===== src/rtl/nbs_pkg.sv =====
package nbs_pkg;

    localparam logic [7:0] NBS_CMD_RESET  = 8'hFF;
    localparam logic [7:0] NBS_CMD_READ_A = 8'h00;
    localparam logic [7:0] NBS_CMD_READ_B = 8'h30;
    localparam int         NBS_ADDR_CYC   = 5;
    localparam int         NBS_ROW_W      = 24;

    typedef enum logic [3:0] {
        S_PWR_WAIT,
        S_RST_CMD,
        S_RST_SETTLE,
        S_RST_WAIT,
        S_RD_CMD0,
        S_RD_ADDR,
        S_RD_CMD1,
        S_RD_SETTLE,
        S_RD_WAIT,
        S_RD_DATA,
        S_ECC,
        S_DONE
    } seq_state_e;

    typedef enum logic [1:0] {
        IO_IDLE,
        IO_CMD,
        IO_ADDR
    } io_sel_e;

endpackage


===== src/rtl/nbs_addr_gen.sv =====
module nbs_addr_gen import nbs_pkg::*; #(
    parameter int PGW         = 2,
    parameter int CPW         = 2,
    parameter int COPY_STRIDE = 256
) (
    input  logic [CPW-1:0] copy,
    input  logic [PGW-1:0] page,
    input  logic [2:0]     step,
    output logic [7:0]     addr_byte
);
    logic [NBS_ROW_W-1:0] row;

    always_comb begin
        row = NBS_ROW_W'(copy) * NBS_ROW_W'(COPY_STRIDE) + NBS_ROW_W'(page);
    end

    // column bytes first, then row bytes, least significant first
    always_comb begin
        case (step)
            3'd0:    addr_byte = 8'h00;
            3'd1:    addr_byte = 8'h00;
            3'd2:    addr_byte = row[7:0];
            3'd3:    addr_byte = row[15:8];
            3'd4:    addr_byte = row[23:16];
            default: addr_byte = 8'h00;
        endcase
    end
endmodule


===== src/rtl/nbs_io_mux.sv =====
module nbs_io_mux import nbs_pkg::*; (
    input  io_sel_e    sel,
    input  logic [7:0] cmd_byte,
    input  logic [7:0] addr_byte,
    output logic       cle,
    output logic       ale,
    output logic [7:0] dout
);
    always_comb begin
        cle  = 1'b0;
        ale  = 1'b0;
        dout = 8'h00;
        case (sel)
            IO_CMD: begin
                cle  = 1'b1;
                dout = cmd_byte;
            end
            IO_ADDR: begin
                ale  = 1'b1;
                dout = addr_byte;
            end
            default: ;
        endcase
    end
endmodule


===== src/rtl/nand_boot_seq.sv =====
module nand_boot_seq import nbs_pkg::*; #(
    parameter int  PAGE_BYTES     = 16,
    parameter int  PAGES_PER_COPY = 4,
    parameter int  NUM_COPIES     = 4,
    parameter int  COPY_STRIDE    = 256,
    localparam int AW  = $clog2(PAGE_BYTES * PAGES_PER_COPY),
    localparam int CPW = $clog2(NUM_COPIES > 1 ? NUM_COPIES : 2),
    localparam int PGW = $clog2(PAGES_PER_COPY > 1 ? PAGES_PER_COPY : 2),
    localparam int BCW = $clog2(PAGE_BYTES > 1 ? PAGE_BYTES : 2)
) (
    input  logic           clk,
    input  logic           rst_n,
    input  logic           nf_rdy,
    input  logic [7:0]     nf_din,
    input  logic           ecc_valid,
    input  logic           ecc_fail,
    output logic           nf_cle,
    output logic           nf_ale,
    output logic           nf_re,
    output logic [7:0]     nf_dout,
    output logic           buf_we,
    output logic [AW-1:0]  buf_addr,
    output logic [7:0]     buf_wdata,
    output logic           done,
    output logic           boot_ok,
    output logic           boot_fail,
    output logic [CPW-1:0] copy_idx
);
    localparam logic [CPW-1:0] LAST_COPY = CPW'(NUM_COPIES - 1);
    localparam logic [PGW-1:0] LAST_PAGE = PGW'(PAGES_PER_COPY - 1);
    localparam logic [BCW-1:0] LAST_BYTE = BCW'(PAGE_BYTES - 1);

    typedef struct packed {
        seq_state_e     st;
        logic [2:0]     step;
        logic [PGW-1:0] page;
        logic [CPW-1:0] copy;
        logic [BCW-1:0] bcnt;
        logic [AW-1:0]  ptr;
        logic           we;
        logic [AW-1:0]  waddr;
        logic [7:0]     wdata;
        logic           ok;
        logic           fail;
    } seq_t;

    seq_t       q, d;
    io_sel_e    io_sel;
    logic [7:0] cmd_byte;
    logic [7:0] addr_byte;
    logic       re_d;

    nbs_addr_gen #(
        .PGW         (PGW),
        .CPW         (CPW),
        .COPY_STRIDE (COPY_STRIDE)
    ) u_addr (
        .copy      (q.copy),
        .page      (q.page),
        .step      (q.step),
        .addr_byte (addr_byte)
    );

    nbs_io_mux u_io (
        .sel       (io_sel),
        .cmd_byte  (cmd_byte),
        .addr_byte (addr_byte),
        .cle       (nf_cle),
        .ale       (nf_ale),
        .dout      (nf_dout)
    );

    always_comb begin
        d        = q;
        d.we     = 1'b0;
        io_sel   = IO_IDLE;
        cmd_byte = 8'h00;
        re_d     = 1'b0;
        case (q.st)
            S_PWR_WAIT: begin
                if (nf_rdy) d.st = S_RST_CMD;
            end
            S_RST_CMD: begin
                io_sel   = IO_CMD;
                cmd_byte = NBS_CMD_RESET;
                d.st     = S_RST_SETTLE;
            end
            S_RST_SETTLE: begin
                d.st = S_RST_WAIT;
            end
            S_RST_WAIT: begin
                if (nf_rdy) begin
                    d.st   = S_RD_CMD0;
                    d.copy = '0;
                    d.page = '0;
                    d.ptr  = '0;
                end
            end
            S_RD_CMD0: begin
                io_sel   = IO_CMD;
                cmd_byte = NBS_CMD_READ_A;
                d.step   = 3'd0;
                d.st     = S_RD_ADDR;
            end
            S_RD_ADDR: begin
                io_sel = IO_ADDR;
                if (q.step == 3'(NBS_ADDR_CYC - 1)) begin
                    d.step = 3'd0;
                    d.st   = S_RD_CMD1;
                end else begin
                    d.step = q.step + 3'd1;
                end
            end
            S_RD_CMD1: begin
                io_sel   = IO_CMD;
                cmd_byte = NBS_CMD_READ_B;
                d.st     = S_RD_SETTLE;
            end
            S_RD_SETTLE: begin
                d.st = S_RD_WAIT;
            end
            S_RD_WAIT: begin
                if (nf_rdy) begin
                    d.bcnt = '0;
                    d.st   = S_RD_DATA;
                end
            end
            S_RD_DATA: begin
                if (nf_rdy) begin
                    re_d    = 1'b1;
                    d.we    = 1'b1;
                    d.waddr = q.ptr;
                    d.wdata = nf_din;
                    d.ptr   = q.ptr + 1'b1;
                    if (q.bcnt == LAST_BYTE) begin
                        d.st = S_ECC;
                    end else begin
                        d.bcnt = q.bcnt + 1'b1;
                    end
                end
            end
            S_ECC: begin
                if (ecc_valid) begin
                    if (ecc_fail) begin
                        if (q.copy == LAST_COPY) begin
                            d.fail = 1'b1;
                            d.st   = S_DONE;
                        end else begin
                            d.copy = q.copy + 1'b1;
                            d.page = '0;
                            d.ptr  = '0;
                            d.st   = S_RD_CMD0;
                        end
                    end else if (q.page == LAST_PAGE) begin
                        d.ok = 1'b1;
                        d.st = S_DONE;
                    end else begin
                        d.page = q.page + 1'b1;
                        d.st   = S_RD_CMD0;
                    end
                end
            end
            S_DONE: ;
            default: d.st = S_DONE;
        endcase
    end

    always_ff @(posedge clk or negedge rst_n) begin
        if (!rst_n) begin
            q <= '{st: S_PWR_WAIT, step: '0, page: '0, copy: '0, bcnt: '0,
                   ptr: '0, we: 1'b0, waddr: '0, wdata: '0, ok: 1'b0,
                   fail: 1'b0};
        end else begin
            q <= d;
        end
    end

    assign nf_re     = re_d;
    assign buf_we    = q.we;
    assign buf_addr  = q.waddr;
    assign buf_wdata = q.wdata;
    assign done      = (q.st == S_DONE);
    assign boot_ok   = q.ok;
    assign boot_fail = q.fail;
    assign copy_idx  = q.copy;

    // records whether any command has gone out since reset
    logic cmd_seen_q;
    always_ff @(posedge clk or negedge rst_n) begin
        if (!rst_n)      cmd_seen_q <= 1'b0;
        else if (nf_cle) cmd_seen_q <= 1'b1;
    end

    AST_FIRST_CMD_RESET: assert property (@(posedge clk) disable iff (!rst_n)
        (nf_cle && !cmd_seen_q) |-> (nf_dout == NBS_CMD_RESET));
    AST_STROBE_EXCL: assert property (@(posedge clk) disable iff (!rst_n)
        !(nf_cle && nf_ale));
    AST_READ_WHEN_READY: assert property (@(posedge clk) disable iff (!rst_n)
        nf_re |-> nf_rdy);
    AST_RESULT_EXCL: assert property (@(posedge clk) disable iff (!rst_n)
        done |-> (boot_ok != boot_fail));
    AST_FAIL_QUIET: assert property (@(posedge clk) disable iff (!rst_n)
        boot_fail |-> !(nf_cle || nf_ale || nf_re || buf_we));
    AST_FAIL_LAST_COPY: assert property (@(posedge clk) disable iff (!rst_n)
        boot_fail |-> (copy_idx == LAST_COPY));
    AST_DONE_STICKY: assert property (@(posedge clk) disable iff (!rst_n)
        done |=> (done && $stable(copy_idx) && $stable(boot_ok) && $stable(boot_fail)));
endmodule


===== config.mk =====
export PLATFORM = sky130hd
export DESIGN_NAME = nand_boot_seq
export DESIGN_NICKNAME = d
export VERILOG_FILES = /design/src/rtl/nbs_pkg.sv /design/src/rtl/nbs_addr_gen.sv /design/src/rtl/nbs_io_mux.sv /design/src/rtl/nand_boot_seq.sv
export SDC_FILE = /design/constraint.sdc
export NUM_CORES = 1
export LEC_CHECK = 0
export ABC_AREA = 1
export ABC_CLOCK_PERIOD_IN_PS = 1800
export BUFFER_PORTS_ARGS = -buffer_cell sky130_fd_sc_hd__buf_2
export CORE_AREA = 10 10 79 81
export DETAILED_ROUTE_END_ITERATION = 10
export DIE_AREA = 0 0 89 91
export PLACE_DENSITY = 0.77
export REMOVE_ABC_BUFFERS = 1
export SYNTH_ARGS = -nofsm -noshare
export SYNTH_HDL_FRONTEND = slang
export SYNTH_SLANG_ARGS = --single-unit

===== constraint.sdc =====
create_clock -name clk -period 1.8 [get_ports clk]
set_input_delay 0.18 -clock clk [delete_from_list [all_inputs] [get_ports clk]]
set_output_delay 0.18 -clock clk [all_outputs]
set_load 0.02 [all_outputs]

Word level (Yosys, flattened, before mapping)
Index checks and enable logic that the tools add are counted.
{"block": "word_totals", "ff_bits": 38, "in_bits": 13, "output_inout_bits": 31, "wordCells": 101}
{"block": "classes", "n_addsub": 6, "n_eq_ne": 31, "mux": 37, "bitwise_logic": 2, "reduce_logical": 14}
{"op": "two-way mux 4 bit", "n": 14}
{"op": "case mux 4 bit (12 select lines)", "n": 1}
{"op": "case mux 8 bit (2 select lines)", "n": 2}
{"op": "two-way mux 25 bit", "n": 1}
{"op": "two-way mux 6 bit", "n": 4}
{"op": "case mux 8 bit (3 select lines)", "n": 1}
{"op": "equality test 4 bit (second input constant)", "n": 5}
{"op": "inequality test 2 bit (second input constant)", "n": 10}
{"op": "case mux 6 bit (3 select lines)", "n": 1}
{"op": "equality test 4 x 3 -> 1 bit (second input constant)", "n": 4}
{"op": "case mux 4 bit (2 select lines)", "n": 2}
{"op": "two-way mux 15 bit", "n": 1}
{"op": "AND reduction 4 bit", "n": 3}
{"op": "adder 10 x 2 -> 11 bit", "n": 1}
{"op": "AND reduction 5 bit", "n": 2}
{"op": "equality test 4 x 2 -> 1 bit (second input constant)", "n": 2}
{"op": "AND reduction 8 bit", "n": 1}
{"op": "adder 6 x 1 -> 6 bit (second input constant)", "n": 1}
{"op": "equality test 2 bit (second input constant)", "n": 3}
{"op": "equality test 3 x 2 -> 1 bit (second input constant)", "n": 2}
{"op": "two-way mux 2 bit", "n": 3}
{"op": "inequality test 3 bit (second input constant)", "n": 2}
{"op": "case mux 3 bit (2 select lines)", "n": 1}
{"op": "AND reduction 6 bit", "n": 1}
{"op": "other kinds (15)", "n": 22}

Logic depth before layout (Yosys ltp)
{"block": "depth", "ltp_word": 5, "ltp_mapped": 11, "mapped_depth_nobuf": 9}

Hierarchy
A second synthesis with hierarchy kept.
{"block": "unflattened", "hier_cells": 327, "hier_area_um2": 2462.4}
{"mod": "nand_boot_seq", "instances": 1, "cells_per_inst": 281, "area_per_inst_um2": 2219.6, "seq_area_each_um2": 950.9}
{"mod": "nbs_io_mux", "instances": 1, "cells_per_inst": 31, "area_per_inst_um2": 153.9, "seq_area_each_um2": 0.0}
{"mod": "nbs_addr_gen", "instances": 1, "cells_per_inst": 15, "area_per_inst_um2": 88.8, "seq_area_each_um2": 0.0}

Worst setup path after synthesis
No wires, ideal clock.
{"block": "synth_timing", "path_type": "reg2out", "start": "register q[36] (netlist name)", "end": "output port nf_dout[5]", "arrival_ps": 1819, "t_required_ps": 1620, "path_slack_ps": -199, "stages_incl_launch_ff": 9, "path_buffers": 1, "cell_sequence": "dfrtp_1 -> inv_1 -> nor2_1 -> nand2_1 -> nand2_1 -> ha_1 -> inv_1 -> nor2_1 -> buf_4"}
{"block": "synth_between", "elab_chain_len": 5, "elab_cells_between_ends": 10, "cone_classes": "eq/ne: 6; mux: 3; reduce/logical: 1"}
{"element": "from (decl)", "line_no": "nand_boot_seq.sv:47", "text": "seq_t q, d;"}
{"element": "from (signal assigned)", "line_no": "nand_boot_seq.sv:170", "text": "q <= '{st: S_PWR_WAIT, step: '0, page: '0, copy: '0, bcnt: '0,"}
{"element": "equality test 4 x 3 -> 1 bit / equality test 4 x 1 -> 1 bit (equally long branches)", "line_no": "nand_boot_seq.sv:79", "text": "case (q.st)"}
{"element": "OR reduction 3 bit (no source line)"}
{"element": "case mux 2 bit (2 select lines)", "line_no": "nand_boot_seq.sv:79"}
{"element": "equality test 2 bit / equality test 2 x 1 -> 1 bit (equally long branches)", "line_no": "nbs_io_mux.sv:13", "text": "case (sel)"}
{"element": "case mux 8 bit (2 select lines) (*)", "line_no": "nbs_io_mux.sv:13"}
{"element": "to (decl)", "line_no": "nand_boot_seq.sv:20", "text": "output logic [7:0] nf_dout,"}
Every way passes the cells marked *; elsewhere a longest branch is shown, timed or not.

Final worst setup path
{"block": "layout_timing", "start": "register q[34] (netlist name)", "end": "output port nf_dout[6]"}
Same word-level chain as after synthesis.

==> results.md <==
* Status: complete, but fails checks
* Failing checks: setup timing
* Wire length after detailed routing at between 5 and 6 mm
* RR Endpoint: q[34]
* Final hold violations at 0
* Ports placed on the boundary at 44
* Root Buffer: clkbuf_8
* Max Cap Violations at 0
* Normalized max-slew margin at 69.27%
* Starting DRC count in detailed routing at between 100 and 150
* Capture endpoint of the worst hold path: buf_wdata[3]
* Lkg Pwr at between 0.0015 and 0.002 uW
* Synthesis warning total at 0
* Number of pins exceeding their max-slew limit in the final report at 0
* WL/cell at 12.39 um
* GRT Resource Usage Total at around an eighth
* Cell Count, Final, Fillers Out at between 400 and 500
* Leading cell types in the layout, fill and taps excluded: nand2_1 (107), dfrtp_1 (38), buf_2 (35)
* Top routing layer in use: met4
* Largest vdd supply drop at 0.3659 mV
* Inst Count DP at just under 400
* Least setup slack across all paths after layout at -0.2047 ns
* Critical path arrival at ~1.8 ns
* Pre-Repair DR Iteration Count at 4
* Total number of vias at a little under 2000
* Library cell occupying the most area in the post-synthesis netlist: dfrtp_1
* Period utilization at 111.4%
* Number of levels in the clock H-tree at 2
* Met2 Routed Length at between 2 and 2.5 mm
* Core box area at between 4000 and 5000 um2
* Syn avg cell area at ~7.6 um2
* Launch instance of the worst min-delay path: nf_din[3]
* Max stage delay on crit path at between 0.4 and 0.5 ns
* Fraction of final layout cells with drive strength greater than 1 at a little under a third
* Cell seen most often among critical-path stages: inv_2
* CP Cell Sequence: inv_2, nor2_4, buf_6, nand2_2, inv_2, ha_4, inv_2, nand2_2, inv_4, buf_6
* Aggregate negative setup slack at -1.333 ns
* Critical path capture point type: output port
* Total DRC errors in the routed layout at 0
* Standard-cell rows at 25
* Post-detailed-route count of antenna-violating nets at 0
* Starting Density at slightly below 50%
* Req. time, crit path at about 1.6 ns
* Worst-Skew Late Latency at 0.29 ns
* Type of the worst min-delay path: in -> reg
* Most common cell after layout, fill and taps aside: nand2_1
* Share of the core filled with cells at around three fifths
* Antenna diode instance count at 0
* Overflow after GRT at 0
* Initial antenna violation count at 0
* Leading cell types by total area after synthesis: dfrtp_1 (42%), nand2_1 (18%), nand3_1 (6.9%)
* Register-to-register setup slack at approximately 0.13 ns
* Largest net degree at the start of global routing at 39
* Met1 layer wirelength in the final routing at between 2 and 2.5 mm
* Chip height at 91 um
* Count of buffers inserted at the top-level ports at 43
* Cell type of the slowest stage on the worst timing path: dfrtp_1
* CP Max Fanout at 4
* Layout Nets at ~370
* Number of standard cells after synthesis at between 200 and 300
* Time the worst path needs with I/O delays and setup at 2.005 ns
* First-pass GRT wire length at ~8.6 mm
* Path depth of the worst reg2reg path at 9
* Synthesized flop and latch total at 38
* Area added between synthesis and finish at 22.74%
* Routed length on met3 at about 440 um
* Number of buffers added by the clock tree synthesis step at 5
* Category of the most critical setup path: reg -> out
* Number of global-route vias before repair at 2086
* Die Span X at slightly below 90 um
* Die outline area at just over 8000 um2
* Average via count per standard cell at slightly below 5
* Sequential-to-total area share from yosys stat at ~42%
* HPWL after DPL at roughly 3.8 mm
* Number of library cell types mapped by synthesis at 26
* Placer Congestion at roughly 0.91
* Number of clock sinks at 38
* CP startpoint kind: flip-flop
* Maximum count of clock buffers along a single path at 2
* Final setup vio count at 8
* Worst Hold Margin at about 0.084 ns
* Portion of synthesized cell area occupied by the leading cell type at 42.15%
* Post-Synthesis Cell Area at around 2300 um2
* Reg-to-reg critical path startpoint: q[34]
* Skew final at 0.006137 ns
* Clock tree from TritonCTS: yes
* Maximum clock frequency at between 400 and 500 MHz
* Actual slew at the worst max-slew pin at 0.4610 ns
* Power per standard cell area at approximately 580 nW/um2
* Clock-pin slew reported for the worst setup and hold paths after clock tree synthesis at 0.07 ns
* Unrepaired setup endpoints after global routing: yes
* Hold Path Stages at 3
## critical path: cells and delay by family (launching register included)
kind,cells,cell delay [ns]
buf+inv,6,0.60
flops,1,0.45
fa+ha+maj,1,0.21
simple gates,3,0.30
## synthesized netlist by cell type, drive strengths merged
library cell,n
nand2,113
dfrtp,38
nand3,32
nor2,28
inv,27
buf,22
ha,10
o21ai,8
nand3b,4
a21oi,2
o21a,2
o21bai,2
or2,2
a22oi,1
and2,1
clkbuf,1
o22ai,1
o31ai,1
xnor2,1
xor2,1
## what timing repair did
item                                    4_1_cts  5_1_grt
resized for setup                            31       11
setup buffers                                 4        2
hold endpoints to repair                     38        0
pin swaps                                     2        3
hold buffers                                  1        0
endpoints found under the setup margin       10        9
## where the power goes
group / internal, uW / total [uW] / switching, uW
sequential: 855 / 856 / 1.30
combinational: 14.9 / 42.4 / 27.5
clock: 414 / 703 / 289
## kinds of logic after synthesis
kind of cell             after synthesis  synth area share [%]
AND/OR/NAND/NOR                      180                 34.72
buffers and inverters                 50                 12.31
flip-flops                            38                 42.15
AO/OA/AOI/OAI                         17                 4.493
adder cells (fa/ha/maj)               10                 5.546
XOR/XNOR                               2                0.7766
## metrics by stage
stage	area, um2	total power, uW	worst slack (ns)
floorplan	2079	879.8	-0.3275
global placement	2497	913.8	0.03126
global route	2769	1660	-0.3051
CTS	2721	1634	-0.1840
detailed placement	2497	914.7	-0.06700
finish	2769	1602	-0.2047
## cell type report
class	count	area [um2]
Fill cell	418	1892
Sequential cell	38	950.9
Multi-Input combinational cell	209	1080
Clock buffer	7	76.32
Timing Repair Buffer	68	455.4
Tap cell	54	67.56
Clock inverter	1	30.03
Inverter	27	108.9
## worst max-delay path by stage
stage | start | end | cells past startpoint
final | q[34] | nf_dout[6] | 10
after CTS | q[36] | nf_dout[6] | 10
after detailed placement | q[36] | nf_dout[6] | 10
after global routing | q[34] | nf_dout[7] | 10
after global placement | q[37] | nf_dout[6] | 9
after floorplan | q[35] | nf_dout[2] | 9
## layer usage
layer,up-vias,track usage (%)
li1,1015,-
met1,882,14.78
met2,63,20.56
met3,8,5.362
met4,0,5.172
met5,-,0
## registers in the layout (all words and copies together), names as in the netlist
signal and flops:
q 19, buf_wdata 8, buf_addr 6, copy_idx 2, boot_fail 1, boot_ok 1, buf_we 1
(Power assumes the default switching activity.)
